`src/rtl/sc_ctrl_pkg.sv`:
```
// Package: encodings shared by the control decoder and its sub-blocks.
// Assumes a 6-bit opcode, 6-bit function field and 3-bit ALU operation code.
package sc_ctrl_pkg;
    localparam int OP_W    = 6;
    localparam int FN_W    = 6;
    localparam int ALUOP_W = 3;
    localparam int N_FN    = 5;

    localparam logic [OP_W-1:0] OPC_REG   = 6'b000000;
    localparam logic [OP_W-1:0] OPC_LOAD  = 6'b100011;
    localparam logic [OP_W-1:0] OPC_STORE = 6'b101011;
    localparam logic [OP_W-1:0] OPC_BEQ   = 6'b000100;

    localparam logic [ALUOP_W-1:0] AOP_AND = 3'b000;
    localparam logic [ALUOP_W-1:0] AOP_OR  = 3'b001;
    localparam logic [ALUOP_W-1:0] AOP_ADD = 3'b010;
    localparam logic [ALUOP_W-1:0] AOP_SUB = 3'b110;
    localparam logic [ALUOP_W-1:0] AOP_SLT = 3'b111;

    // Function codes and their ALU operations; entry 0 is add.
    localparam logic [N_FN-1:0][FN_W-1:0] FN_TAB =
        {6'b101010, 6'b100101, 6'b100100, 6'b100010, 6'b100000};
    localparam logic [N_FN-1:0][ALUOP_W-1:0] AOP_TAB =
        {AOP_SLT, AOP_OR, AOP_AND, AOP_SUB, AOP_ADD};

    typedef enum logic [2:0] {
        CL_NONE  = 3'd0,
        CL_REG   = 3'd1,
        CL_LOAD  = 3'd2,
        CL_STORE = 3'd3,
        CL_BEQ   = 3'd4
    } instr_class_e;
endpackage

```
`src/rtl/sc_op_class.sv`:
```
// Module: classifies the major opcode into one instruction class.
// Assumes: purely combinational; unknown opcodes map to CL_NONE.
module sc_op_class
    import sc_ctrl_pkg::*;
(
    input  logic [OP_W-1:0] op_code,
    output instr_class_e    cls
);
    // Opcode to class lookup.
    always_comb begin
        case (op_code)
            OPC_REG:   cls = CL_REG;
            OPC_LOAD:  cls = CL_LOAD;
            OPC_STORE: cls = CL_STORE;
            OPC_BEQ:   cls = CL_BEQ;
            default:   cls = CL_NONE;
        endcase
    end
endmodule

```
`src/rtl/sc_alu_sel.sv`:
```
// Module: picks the final ALU operation from class and function field.
// Assumes: fn_code is meaningful only for CL_REG; fn_ok flags a known code.
module sc_alu_sel
    import sc_ctrl_pkg::*;
(
    input  instr_class_e       cls,
    input  logic [FN_W-1:0]    fn_code,
    output logic [ALUOP_W-1:0] alu_op,
    output logic               fn_ok
);
    logic [N_FN-1:0]    hit;
    logic [ALUOP_W-1:0] fn_aop;

    // One comparator per supported function code.
    for (genvar g = 0; g < N_FN; g++) begin : g_fn_match
        assign hit[g] = (fn_code == FN_TAB[g]);
    end

    // OR together the ALU code of whichever entry matched.
    always_comb begin
        fn_aop = '0;
        for (int i = 0; i < N_FN; i++) begin
            if (hit[i]) fn_aop = fn_aop | AOP_TAB[i];
        end
    end

    // Final ALU operation; add is the default for every non-arithmetic case.
    always_comb begin
        fn_ok = |hit;
        case (cls)
            CL_REG:  alu_op = fn_ok ? fn_aop : AOP_ADD;
            CL_BEQ:  alu_op = AOP_SUB;
            default: alu_op = AOP_ADD;
        endcase
    end
endmodule

```
`src/rtl/sc_ctrl_decoder.sv`:
```
// Module: flat single-cycle control decoder (top).
// Assumes: combinational; the clocked datapath samples the outputs.
// Unrecognised encodings yield no register write, no memory access, no branch.
module sc_ctrl_decoder
    import sc_ctrl_pkg::*;
(
    input  logic [OP_W-1:0]    op_code,
    input  logic [FN_W-1:0]    fn_code,
    input  logic               alu_zero,
    output logic               reg_dst,
    output logic               alu_imm,
    output logic               mem_to_reg,
    output logic               reg_we,
    output logic               mem_rd,
    output logic               mem_we,
    output logic [ALUOP_W-1:0] alu_op,
    output logic               pc_branch
);
    instr_class_e cls;
    logic         fn_ok;

    sc_op_class u_class (
        .op_code (op_code),
        .cls     (cls)
    );

    sc_alu_sel u_alu_sel (
        .cls     (cls),
        .fn_code (fn_code),
        .alu_op  (alu_op),
        .fn_ok   (fn_ok)
    );

    // Datapath steering and enables per instruction class.
    always_comb begin
        reg_dst    = 1'b0;
        alu_imm    = 1'b0;
        mem_to_reg = 1'b0;
        reg_we     = 1'b0;
        mem_rd     = 1'b0;
        mem_we     = 1'b0;
        pc_branch  = 1'b0;
        case (cls)
            CL_REG: begin
                reg_dst = fn_ok;
                reg_we  = fn_ok;
            end
            CL_LOAD: begin
                alu_imm    = 1'b1;
                mem_to_reg = 1'b1;
                reg_we     = 1'b1;
                mem_rd     = 1'b1;
            end
            CL_STORE: begin
                alu_imm = 1'b1;
                mem_we  = 1'b1;
            end
            CL_BEQ: pc_branch = alu_zero;
            default: ;
        endcase
    end

    // Cross-checks between the opcode inputs and the assembled controls.
    always_comb begin
        assert_no_dual_mem_R9: assert (!(mem_rd && mem_we));
        assert_imm_needs_mem_R9: assert (!alu_imm || mem_rd || mem_we);
        assert_branch_only_beq_R6: assert (pc_branch == ((op_code == OPC_BEQ) && alu_zero));
        assert_store_no_wb_R4: assert (op_code != OPC_STORE || (!reg_we && alu_op == AOP_ADD));
        assert_beq_sub_R5: assert (op_code != OPC_BEQ || (alu_op == AOP_SUB && !reg_we));
        assert_unknown_safe_R7: assert (cls != CL_NONE || !(reg_we || mem_we || mem_rd || pc_branch));
    end
endmodule

```
`config.mk`:
```
export PLATFORM = sky130hd
export DESIGN_NAME = sc_ctrl_decoder
export DESIGN_NICKNAME = d
export VERILOG_FILES = /design/src/rtl/sc_ctrl_pkg.sv /design/src/rtl/sc_op_class.sv /design/src/rtl/sc_alu_sel.sv /design/src/rtl/sc_ctrl_decoder.sv
export SDC_FILE = /design/constraint.sdc
export NUM_CORES = 1
export LEC_CHECK = 0
export CORE_AREA = 2 2 39 41
export DETAILED_ROUTE_END_ITERATION = 10
export DIE_AREA = 0 0 41 43
export SLEW_MARGIN = 40
export SYNTH_ARGS = -nofsm -noshare
export SYNTH_HDL_FRONTEND = slang
export SYNTH_SLANG_ARGS = --single-unit
```
`constraint.sdc`:
```
create_clock -name vclk -period 2.2
set_input_delay 0.55 -clock vclk [all_inputs]
set_output_delay 0.55 -clock vclk [all_outputs]
set_load 0.02 [all_outputs]
```
==> flow_summary_export.csv, run 1 <==
group,metric,value,unit
global_route,grt_pass1_wl,1060,µm
floorplanning,die_y,43,µm
final_layout,fin_nets,70,
synthesis,synth_commonest_cells,"nor2_1, nor3_1, a21oi_1, inv_1",
final_layout,seq_cell_count,0,
floorplanning,row_count,14,
power,p_per_area,103,nW/µm²
global_route,grt_start_max_net_pins,5,
synthesis,synth.distinct_cells,17,
route,wl_met3,57,µm
final_layout,drive_gt1_frac,0.582,
synthesis,syn-num-nets,36,
final_layout,num_antenna_cells,0,
final_layout,seq_area,0,µm²
sta,final_hold_viol_count,0,
route,route.detailed.drc,0,
final_layout,clock_buffers,0,
final_layout,multi_input_area,195,µm²
place,dp_hpwl,520,µm
critical_path,cp_num_buf_inv,2,
floorplanning,initial_utilization,0.119,
synthesis,synth_area_leader_cell,"nand3b_4",
global_route,grt_pass1_vias,275,
route,ant_nets,0,
critical_path,path_class,"input pin to output pin",
critical_path,crit_top_cell,"buf_6",
sta,worstMarginPinSlew,0.300,ns
route,wl_met2,324,µm
critical_path,end_kind,"output pin",
floorplanning,num_io_pins,23,
floorplanning,fp.dieW,41,µm
critical_path,worstPathMaxFanout,2,
sta,fin_crit,2.52,ns
route,routed.top_layer,"met3",
hold_path,hp-class,"input pin to output pin",
sta,grt_setup_unrepaired,"yes",
route,vias,291,
synthesis,synthesis.area,165,µm²
synthesis,syn_inst,23,
place,place_area,464,µm²
power,seqPwrFrac,0,
status,status,"finished, violations left",
route,wl_per_cell,9.23,µm
sta,setup_ws,-0.317,ns
synthesis,synth-seq-area-share,0,
synthesis,ys_top_cells_by_area,"nand3b_4, nor3_1, mux2_2",
final_layout,stdcell_area,519,µm²
power,ir_worst_vdd,0.0396,mV
power,p_leak,0.250,nW
place,gp_congestion,0.546,
power,swShare,0.407,
power,combPwrFrac,1.000,
final_layout,area_delta_synth_final,214,%
global_route,overflow,0,
floorplanning,core-area,1380,µm²
critical_path,crit_required,1.65,ns
power,p_switching,0.0218,mW
synthesis,postSynthAreaPerCell,7.18,µm²
status,violations,"setup timing",
sta,drv_slew,0,
global_route,track_usage,0.0780,
power,internal-power,0.0318,mW
sta,setup_viol,4,
final_layout,nFillCells,154,
route,vias_per_cell,4.10,
route,wl,655,µm
sta,max_freq,397,MHz
global_route,antenna_found_initial,0,
critical_path,critPathSlowestCell,"or4_4",
route,drt-met1-wl,274,µm
critical_path,crit_path_start_kind,"input pin",
synthesis,yosysWarningCount,0,
clock_tree,post_cts_hold_buffer_count,0,
critical_path,cp_top_family,"simple AND/OR/NAND/NOR gates",
place,port-buffer-count,23,
route,drt_pass1_iterations,2,
route,drt-initial-drc-count,1,
critical_path,arrival,1.97,ns
place,dp_slack,-1.06,ns
sta,slew_headroom,0.800,
synthesis,yosysTopAreaCellShare,0.121,
floorplanning,die_area,1760,µm²
run,cap_viol_max_count,0,
critical_path,max_stage_delay,0.52,ns
critical_path,path_cells,"buf_6, or4_4, nand3b_4, or4b_4, buf_6",
sta,fin_crit_sh,1.14,
power,pwr-share-clk,0,
-- power groups by stage --
stage / logic [mW] / clock network [mW] / registers, mW
2_1_floorplan: 0.0150 / 0 / 0
6_report: 0.0536 / 0 / 0
4_1_cts: 0.0528 / 0 / 0
3_5_place_dp: 0.0537 / 0 / 0
3_3_place_gp: 0.0534 / 0 / 0
5_1_grt: 0.0581 / 0 / 0
-- layer usage --
metal / up-vias / GRT usage
met5: - / 0
met4: 0 / 0
met3: 0 / 0.00524
met2: 13 / 0.128
met1: 129 / 0.114
li1: 149 / -
-- cell usage in the layout, fill, tap and decap left out, drive strengths merged --
cell	synthesis	final
and2b	1	1
clkdlybuf4s15	0	2
o32ai	1	1
mux2	1	1
a21oi	2	2
or4b	1	1
dlygate4sd2	0	5
inv	2	2
nor3	3	3
clkdlybuf4s50	0	5
or4	1	1
nand3b	1	1
nor3b	1	1
nor2	4	4
nor4bb	1	1
nand2	1	1
buf	1	20
clkbuf	0	1
nand4	1	1
nor2b	1	1
-- cell families after synthesis --
logic type,synth area share
AND/OR/NAND/NOR,0.727
AO/OA/AOI/OAI,0.114
buffers and inverters,0.0909
multiplexers,0.0682
-- metrics by stage --
step | TNS [ns] | hold WS, ns | util | power [mW] | instances
after floorplan | -0.309 | 1.19 | - | 0.0150 | 23
after global placement | -7.50 | 2.13 | 0.335 | 0.0534 | 67
after detailed placement | -7.59 | 2.14 | 0.335 | 0.0537 | 67
after CTS | -1.02 | 1.51 | 0.366 | 0.0528 | 71
after global routing | -1.05 | 1.52 | 0.375 | 0.0581 | 71
final | -0.878 | 1.49 | 0.375 | 0.0536 | 71
-- timing repair --
action	in CTS	in global routing
setup endpoints to repair	10	8
pin swaps	9	2
resized for setup	71	6
setup buffers	4	0
-- final timing paths --
check | slack, ns | depth (start not counted) | from | end
setup / recovery | -0.32 | 5 | op_code[5] | alu_op[1]
hold / removal | 1.49 | 4 | op_code[3] | mem_to_reg
-- area by class of cell --
cell class | instances | share of cell area
Timing Repair Buffer | 33 | 0.571
Multi-Input combinational cell | 20 | 0.376
Inverter | 2 | 0.0145
Tap cell | 16 | 0.0386
(Power assumes the default switching activity.)
==> run 2: changes to the inputs <==
--- a/config.mk
+++ b/config.mk
@@ -8,6 +8,7 @@
 export CORE_AREA = 2 2 39 41
 export DETAILED_ROUTE_END_ITERATION = 10
 export DIE_AREA = 0 0 41 43
+export SETUP_SLACK_MARGIN = 0.15
 export SLEW_MARGIN = 40
 export SYNTH_ARGS = -nofsm -noshare
 export SYNTH_HDL_FRONTEND = slang
==> flow_summary_export.csv, run 2 (synthesis gave the netlist of run 1 again) <==
group,metric,value,unit
critical_path,crit_top_cell,"buf_6",
global_route,overflow,0,
critical_path,max_stage_delay,0.52,ns
sta,max_freq,397,MHz
final_layout,drive_gt1_frac,0.690,
final_layout,nFillCells,157,
sta,grt_setup_unrepaired,"yes",
sta,slew_headroom,0.774,
final_layout,seq_cell_count,0,
sta,setup_viol,6,
power,p_switching,0.0263,mW
final_layout,num_antenna_cells,0,
final_layout,fin_nets,73,
critical_path,crit_path_start_kind,"input pin",
route,ant_nets,0,
sta,fin_crit,2.52,ns
power,internal-power,0.0356,mW
sta,drv_slew,0,
global_route,grt_pass1_wl,1240,µm
place,gp_congestion,0.619,
power,swShare,0.425,
power,total_power,0.0619,mW
floorplanning,core-area,1380,µm²
critical_path,crit_required,1.65,ns
place,port-buffer-count,23,
final_layout,final_cell_mix,"buf_6, buf_4, clkdlybuf4s50_1, nor3_4, nor2_4",
sta,worstMarginPinSlew,0.339,ns
power,p_leak,0.278,nW
critical_path,cp_num_buf_inv,2,
place,place_area,464,µm²
sta,fin_crit_sh,1.15,
route,vias,315,
global_route,antenna_found_initial,0,
floorplanning,die_y,43,µm
final_layout,seq_area,0,µm²
global_route,grt_start_max_net_pins,5,
run,cap_viol_max_count,0,
sta,setup_ws,-0.320,ns
power,combPwrFrac,1.000,
critical_path,arrival,1.97,ns
global_route,track_usage,0.0960,
floorplanning,row_count,14,
final_layout,mostFrequentLayoutCell,"buf_6",
critical_path,path_cells,"buf_6, or4_4, nand3b_4, or4b_4, buf_6",
final_layout,utilization,0.422,
route,wl,779,µm
critical_path,path_class,"input pin to output pin",
clock_tree,post_cts_hold_buffer_count,0,
hold_path,hp-class,"input pin to output pin",
sta,final_hold_viol_count,0,
final_layout,clock_buffers,0,
floorplanning,num_io_pins,23,
status,status,"finished, violations left",
floorplanning,die_area,1760,µm²
sta,whs,1.48,ns
power,p_per_area,106,nW/µm²
final_layout,stdcell_area,584,µm²
power,seqPwrFrac,0,
route,route.detailed.drc,0,
final_layout,area_delta_synth_final,254,%
sta,fin_tns_setup,-1.37,ns
critical_path,worstPathMaxFanout,2,
floorplanning,fp.dieW,41,µm
power,ir_worst_vdd,0.0445,mV
power,pwr-share-clk,0,
route,wl_per_cell,10.5,µm
place,dp_hpwl,524,µm
critical_path,end_kind,"output pin",
status,violations,"setup timing",
critical_path,critPathSlowestCell,"or4_4",
floorplanning,initial_utilization,0.119,
critical_path,cp_top_family,"simple AND/OR/NAND/NOR gates",
route,drt-initial-drc-count,1,
route,vias_per_cell,4.26,
route,drt_pass1_iterations,2,
global_route,grt_pass1_vias,290,
## run 2: cell types whose count changed in the layout (fill, tap and decap cells not counted), sizes merged
cell / before / now
buf: 20 / 25
clkbuf: 1 / 2
dlygate4sd2: 5 / 2
## run 2: worst paths after layout
path	from	to	slack, ns	cells past startpoint
setup / recovery	op_code[5]	alu_op[1]	-0.32	5
hold / removal	op_code[3]	mem_rd	1.48	4
## run 2: area by class of cell
type	instances	area [µm²]	area share
inverters	2	7.51	0.0128
well taps	16	20.0	0.0343
multi-input cells	20	216	0.370
repair buffers	36	340	0.582
## run 2: layer usage
| layer | GRT usage | wire length [µm] | part of all wire | vias to the layer above |
|---|---|---|---|---|
| li1 | - | - | - | 158 |
| met1 | 0.124 | 269 | 0.35 | 144 |
| met2 | 0.175 | 446 | 0.57 | 13 |
| met3 | 0.00524 | 62 | 0.080 | 0 |
| met4 | 0 | 0 | 0 | 0 |
| met5 | 0 | 0 | 0 | - |
## run 2: repair_timing
action | CTS | global route
pin swaps | 10 | 5
endpoints found under the setup margin | 10 | 10
buffers inserted | 5 | 2
gates resized for setup | 80 | 20
## run 2: power by group through the flow
stage | Combinational, mW | Sequential [mW] | Clock [mW]
5_1_grt | 0.0666 | 0 | 0
3_5_place_dp | 0.0537 | 0 | 0
4_1_cts | 0.0548 | 0 | 0
6_report | 0.0619 | 0 | 0
2_1_floorplan | 0.0150 | 0 | 0
3_3_place_gp | 0.0533 | 0 | 0
## run 2: through the flow
step	cells	setup slack, ns
floorplan	23	-0.135
CTS	72	-0.363
finish	74	-0.320
detailed placement	67	-1.06
global route	74	-0.350
global placement	67	-1.06
